[config.mk]
export PLATFORM = sky130hd
export DESIGN_NAME = cmaint_queue
export DESIGN_NICKNAME = d
export VERILOG_FILES = /design/src/rtl/cmaint_queue.sv
export SDC_FILE = /design/constraint.sdc
export NUM_CORES = 1
export LEC_CHECK = 0
export ABC_AREA = 0
export BUFFER_PORTS_ARGS = -buffer_cell sky130_fd_sc_hd__buf_2
export CORE_MARGIN = 2
export CORE_UTILIZATION = 39
export DETAILED_ROUTE_END_ITERATION = 8
export GPL_ROUTABILITY_DRIVEN = 0
export GPL_TIMING_DRIVEN = 1
export PLACE_DENSITY = 0.56
export SLEW_MARGIN = 10
export SYNTH_ARGS = -nofsm -noshare
export SYNTH_HDL_FRONTEND = slang
export SYNTH_SLANG_ARGS = --single-unit
[constraint.sdc]
create_clock -name clk -period 5.9 [get_ports clk]
set_clock_uncertainty 0.2 [all_clocks]
set_input_delay 0.295 -clock clk [delete_from_list [all_inputs] [get_ports clk]]
set_output_delay 0.295 -clock clk [all_outputs]
set_load 0.02 [all_outputs]
[src/rtl/cmaint_queue.sv]
module cmaint_queue #(
  parameter int NCPU         = 2,
  parameter int DEPTH        = 4,
  parameter int LINE_BYTES   = 32,
  parameter int CYC_PER_LINE = 2,
  parameter int SETS         = 8,
  parameter int WAYS         = 4,
  parameter int AW           = 32,
  localparam int CW          = (NCPU > 1) ? $clog2(NCPU) : 1
) (
  input  logic          clk,
  input  logic          rst_n,
  input  logic          req_valid,
  input  logic          req_write,
  input  logic [CW-1:0] req_cpu,
  input  logic [11:0]   req_addr,
  input  logic [31:0]   req_wdata,
  output logic [31:0]   rd_data,
  output logic          req_wait,
  output logic          exec_busy,
  output logic [1:0]    exec_op,
  output logic [AW-1:0] exec_addr
);
  localparam int PW   = (DEPTH > 1) ? $clog2(DEPTH) : 1;
  localparam int CNTW = PW + 1;
  localparam int LS   = $clog2(LINE_BYTES);
  localparam int SW   = $clog2(CYC_PER_LINE + 1);
  localparam logic [32:0] WHOLE_LINES = 33'(SETS * WAYS);
  localparam logic [11:0] OFF_PRIM = 12'h244, OFF_MODE = 12'h248, OFF_ADDR = 12'h24C,
                          OFF_SIZE = 12'h250, OFF_RES  = 12'h25C, OFF_STAT = 12'h260;

  logic          locked;
  logic [CW-1:0] owner;
  logic          st_whole, st_notify;
  logic [1:0]    st_op;
  logic [AW-1:0] st_addr;
  logic [31:0]   st_size;
  logic [1:0]    res [NCPU];
  logic [NCPU-1:0] done;
  logic [3:0]    prim_code;
  logic          drain_pend;

  logic [CW-1:0] q_cpu    [DEPTH];
  logic          q_whole  [DEPTH];
  logic          q_notify [DEPTH];
  logic [1:0]    q_op     [DEPTH];
  logic [AW-1:0] q_addr   [DEPTH];
  logic [31:0]   q_size   [DEPTH];
  logic [PW-1:0] wr_ptr, rd_ptr;
  logic [CNTW-1:0] count;

  logic          cur_notify;
  logic [CW-1:0] cur_cpu;
  logic [32:0]   lines_left;
  logic [SW-1:0] sub;

  wire acc      = req_valid && !req_wait;
  wire holder   = locked && owner == req_cpu;
  wire wr_mode  = acc && req_write && req_addr == OFF_MODE;
  wire wr_addr  = acc && req_write && req_addr == OFF_ADDR;
  wire wr_size  = acc && req_write && req_addr == OFF_SIZE;
  wire wr_prim  = acc && req_write && req_addr == OFF_PRIM;
  wire wr_stat  = acc && req_write && req_addr == OFF_STAT;
  wire rd_res   = acc && !req_write && req_addr == OFF_RES;
  wire full     = count == CNTW'(DEPTH);
  wire push     = rd_res && holder && !full;
  wire pop      = !exec_busy && count != '0;
  wire active   = exec_busy || count != '0;
  wire line_end = sub == SW'(CYC_PER_LINE - 1);
  wire finish   = exec_busy && line_end && lines_left == 33'd1;

  assign req_wait = req_valid && !req_write && req_addr == OFF_PRIM && drain_pend && active;

  logic [32:0]   head_lines;
  logic [AW-1:0] head_start;
  always_comb begin
    if (q_whole[rd_ptr])
      head_lines = WHOLE_LINES;
    else if (q_size[rd_ptr] == 32'd0)
      head_lines = 33'd1;
    else
      head_lines = ({1'b0, q_size[rd_ptr]} + 33'(LINE_BYTES - 1)) >> LS;
    head_start = q_whole[rd_ptr] ? '0 : (q_addr[rd_ptr] & ~AW'(LINE_BYTES - 1));
  end

  always_comb begin
    rd_data = '0;
    case (req_addr)
      OFF_PRIM: rd_data = {28'd0, prim_code};
      OFF_MODE: rd_data = {13'd0, 1'b0, st_whole, 1'b0, st_notify, 13'd0, st_op};
      OFF_RES:  rd_data = holder ? {30'd0, full, full} : {30'd0, res[req_cpu]};
      OFF_STAT: rd_data = {29'd0, done[req_cpu], exec_busy && cur_cpu == req_cpu, active};
      default:  rd_data = '0;
    endcase
  end

  always_ff @(posedge clk) begin
    if (!rst_n) begin
      locked    <= 1'b0;
      owner     <= '0;
      st_whole  <= 1'b0;
      st_notify <= 1'b0;
      st_op     <= '0;
      st_addr   <= '0;
      st_size   <= '0;
      for (int i = 0; i < NCPU; i++) res[i] <= '0;
    end else begin
      if (wr_mode) begin
        if (!locked || holder) begin
          locked    <= 1'b1;
          owner     <= req_cpu;
          st_whole  <= req_wdata[18:17] == 2'd1;
          st_notify <= req_wdata[15];
          st_op     <= req_wdata[1:0];
          res[req_cpu] <= 2'b00;
        end else begin
          res[req_cpu] <= 2'b01;
        end
      end
      if (wr_addr) begin
        if (holder) st_addr <= req_wdata[AW-1:0];
        else        res[req_cpu] <= 2'b01;
      end
      if (wr_size) begin
        if (holder) st_size <= req_wdata;
        else        res[req_cpu] <= 2'b01;
      end
      if (rd_res && holder) begin
        locked       <= 1'b0;
        res[req_cpu] <= {full, full};
      end
    end
  end

  always_ff @(posedge clk) begin
    if (push) begin
      q_cpu[wr_ptr]    <= req_cpu;
      q_whole[wr_ptr]  <= st_whole;
      q_notify[wr_ptr] <= st_notify;
      q_op[wr_ptr]     <= st_op;
      q_addr[wr_ptr]   <= st_addr;
      q_size[wr_ptr]   <= st_size;
    end
  end

  always_ff @(posedge clk) begin
    if (!rst_n) begin
      wr_ptr <= '0;
      rd_ptr <= '0;
      count  <= '0;
    end else begin
      if (push) wr_ptr <= (wr_ptr == PW'(DEPTH - 1)) ? '0 : wr_ptr + 1'b1;
      if (pop)  rd_ptr <= (rd_ptr == PW'(DEPTH - 1)) ? '0 : rd_ptr + 1'b1;
      count <= count + CNTW'(push) - CNTW'(pop);
    end
  end

  always_ff @(posedge clk) begin
    if (!rst_n) begin
      exec_busy  <= 1'b0;
      exec_op    <= '0;
      exec_addr  <= '0;
      cur_cpu    <= '0;
      cur_notify <= 1'b0;
      lines_left <= '0;
      sub        <= '0;
      done       <= '0;
      prim_code  <= '0;
      drain_pend <= 1'b0;
    end else begin
      if (pop) begin
        exec_busy  <= 1'b1;
        exec_op    <= q_op[rd_ptr];
        exec_addr  <= head_start;
        cur_cpu    <= q_cpu[rd_ptr];
        cur_notify <= q_notify[rd_ptr];
        lines_left <= head_lines;
        sub        <= '0;
      end else if (exec_busy) begin
        if (line_end) begin
          sub <= '0;
          if (lines_left == 33'd1) begin
            exec_busy <= 1'b0;
          end else begin
            lines_left <= lines_left - 33'd1;
            exec_addr  <= exec_addr + AW'(LINE_BYTES);
          end
        end else begin
          sub <= sub + 1'b1;
        end
      end
      if (wr_stat && req_wdata[2]) done[req_cpu] <= 1'b0;
      if (finish && cur_notify)    done[cur_cpu] <= 1'b1;
      if (wr_prim) prim_code <= req_wdata[3:0];
      if (wr_prim && req_wdata[3:0] == 4'h8) drain_pend <= 1'b1;
      else if (!active)                      drain_pend <= 1'b0;
    end
  end
endmodule

==> out/results.txt <==
final setup TNS = 0 ns
final cell count without fillers = 2,114
Placed Area = 18,100 µm²
1st-iter DRT viols = 983
drt total wl = 43,000 µm
dominant cell by count in the synthesized netlist = edfxtp_1
number of setup buffers added after CTS = 0
first-pass GRT wire length = 65,800 µm
Setup crit start kind = primary input
standard-cell row count = 76
Static Leak = 7.28 nW
FFs w/ async S/R, synth = 0%
Worst-path clk slew = 0.06 ns
fin crit share = 67.0%
H-tree depth = 2
wire per inst = 20.3 µm
critical path class = primary input to register
RSZ-0062 raised after global routing = false
CP arrival = 4.14 ns
CTS Buf Count = 44
FILL cells = 3,939
nets = 1,553
most used cell, CP = inv_1
Cell Area, Synth = 17,200 µm²
Yosys top cell area share = 45.5%
Synth area leaders = edfxtp_1 46%, dfxtp_1 17%, mux4_2 7.5%
initial antenna violation count = 5
Tmin final = 3.95 ns
largest net degree at the start of global routing = 93
First-pass DRT Iterations = 5
DRC Markers = 0
fmax = 0.253 GHz
Tot Pwr = 6.47 mW
io pins = 117
CP endpoint kind = register
vias in the first global route = 11,159
die area = 45,700 µm²
Peak VDD IR = 215 µV
Die W = 214 µm
register area share after synthesis = 62.8%
GRT Residual Overflow = 0
Rel. slew slack = 24.9%
clock latency on the worst-skew pair = 0.56 ns
root buffer cell = clkbuf_16
Tot GR Track Use = 19.1%
required time worst endpoint = 6.09 ns
PwrDens = 325 nW/µm²
measured slew at the worst slew-check pin = 1.13 ns
Netlist cell types = 74
antenna-violating nets left = 0
Layout area overhead = 16.0%
Synth Instances = 1,381
Yosys warning total = 0
list of most frequent post-synthesis cells = 260 x edfxtp_1, 186 x nand2_1, 148 x dfxtp_1
flops & latches, synth = 408
status = completed
Crit-path slowest cell = nor4_1
ratio of cells with drive above 1 in the final layout = 17.7%
ys flop type = edfxtp_1
port bufs = 85
max-slew violations = 0
Final setup viols = 0
Design Area, Final = 19,900 µm²
dpl cells = 1,997
clock tree buffer depth = 3
initial core utilization = 39.7%
via count = 11,396
worst min-delay path category = primary input to register
ANT cells = 0
EDFF count, synth = 260
chip height = 214 µm
syn_area_per_cell = 12.4 µm²
routed vias/inst = 5.39
Worst Path Max Fanout = 8
hold slack = 0.0356 ns
largest area contributor in the netlist = edfxtp_1
number of hold violations in the final report = 0
hpwl dp = 27,600 µm
Core ar. = 43,300 µm²
CTS tree = done
CTS Sinks = 408
critical path, cell by cell = buf_2 > or4b_2 > nor3_2 > nand4_1 > nor4_1 > inv_1 > ha_1 > inv_1 > ha_1 > inv_1 > fa_1 > xor2_1 > xnor2_1 > nor2_1
max incr delay on CP = 0.90 ns
Max-Cap Viols = 0
==> placed cells by master (no fill, tap or decap), types with 33 or more instances in the layout <==
cell type,Yosys,final
o21ai_0,39,39
dfxtp_1,148,146
dlygate4sd3_1,0,35
nand3_1,34,33
clkbuf_16,0,46
buf_2,10,85
nor2_1,90,90
a21oi_1,111,111
xnor2_1,33,33
nand2_1,186,186
mux4_2,57,57
edfxtp_1,260,260
==> critical path: cells and delay by family <==
family / cells / cell delay, ns
simple gates: 5 / 2.26
fa+ha+maj: 3 / 0.85
buf+inv: 4 / 0.42
xor+xnor: 2 / 0.31
==> final cells by class <==
class / instances / area [µm²] / area share (%)
Inverter: 23 / 87.6 / 0.440
Sequential cell: 408 / 10800 / 54.2
Clock inverter: 19 / 186 / 0.937
Tap cell: 585 / 732 / 3.68
Multi-Input combinational cell: 881 / 5920 / 29.8
Clock buffer: 63 / 1310 / 6.56
Timing Repair Buffer: 135 / 888 / 4.46
==> metal layers <==
metal / vias to the layer above / share of wire (%) / wire (µm) / track usage (%)
met5: - / 0.10 / 45 / 0
met4: 8 / 1.9 / 815 / 4.55
met3: 69 / 7.1 / 3050 / 3.41
met2: 361 / 45 / 19200 / 29.7
met1: 5624 / 46 / 19900 / 27.9
li1: 5334 / - / - / -
==> state kept, by name (all words and copies together) (netlist names), 3 cells and up, named ones only <==
name / flops
q_notify: 4
q_whole: 4
q_op: 8
res: 4
prim_code: 4
count: 3
st_size: 32
q_cpu: 4
exec_addr: 27
st_addr: 27
q_size: 128
lines_left: 33
q_addr: 108
==> power breakdown <==
group	internal, mW	switching (mW)	leakage [nW]
clock	1.64	1.15	0.737
combinational	0.215	0.405	2.34
sequential	3.02	0.0364	4.20
total	4.88	1.59	7.28
==> path summary, 6_finish.rpt <==
check	from	to	slack (ns)	cells past startpoint
setup / recovery	req_addr[8]	count[2]	1.95	14
hold / removal	req_addr[2]	locked	0.04	4
setup reg to reg	register	lines_left[18]	2.17	9
hold reg to reg	sub[1]	sub[1]	0.24	2
==> timing repair <==
action	4_1_cts	5_1_grt
resized for setup	0	0
hold buffers	35	0
hold endpoints to repair	74	0
==> logic make-up (layout without fill, tap and decap cells) <==
group | after synthesis | in the layout | synth area share (%)
AOI/OAI and AO/OA | 247 | 247 | 8.74
other | 1 | 31 | 0.0219
adders and majority gates | 11 | 11 | 0.846
muxes | 69 | 69 | 8.20
xor gates and xnor gates | 54 | 54 | 2.76
DFF | 408 | 408 | 62.8
and+or+nand+nor | 469 | 469 | 13.1
buffers and inverters | 122 | 240 | 3.53
==> per-stage QoR <==
| step | setup slack [ns] | util, % |
|---|---|---|
| floorplan | 1.57 | - |
| global placement | 1.53 | 41.7 |
| detailed placement | 1.43 | 41.7 |
| CTS | 1.98 | 46.0 |
| global route | 1.72 | 46.0 |
| finish | 1.95 | 46.0 |
No activity file was read; power rests on OpenSTA's default activity.
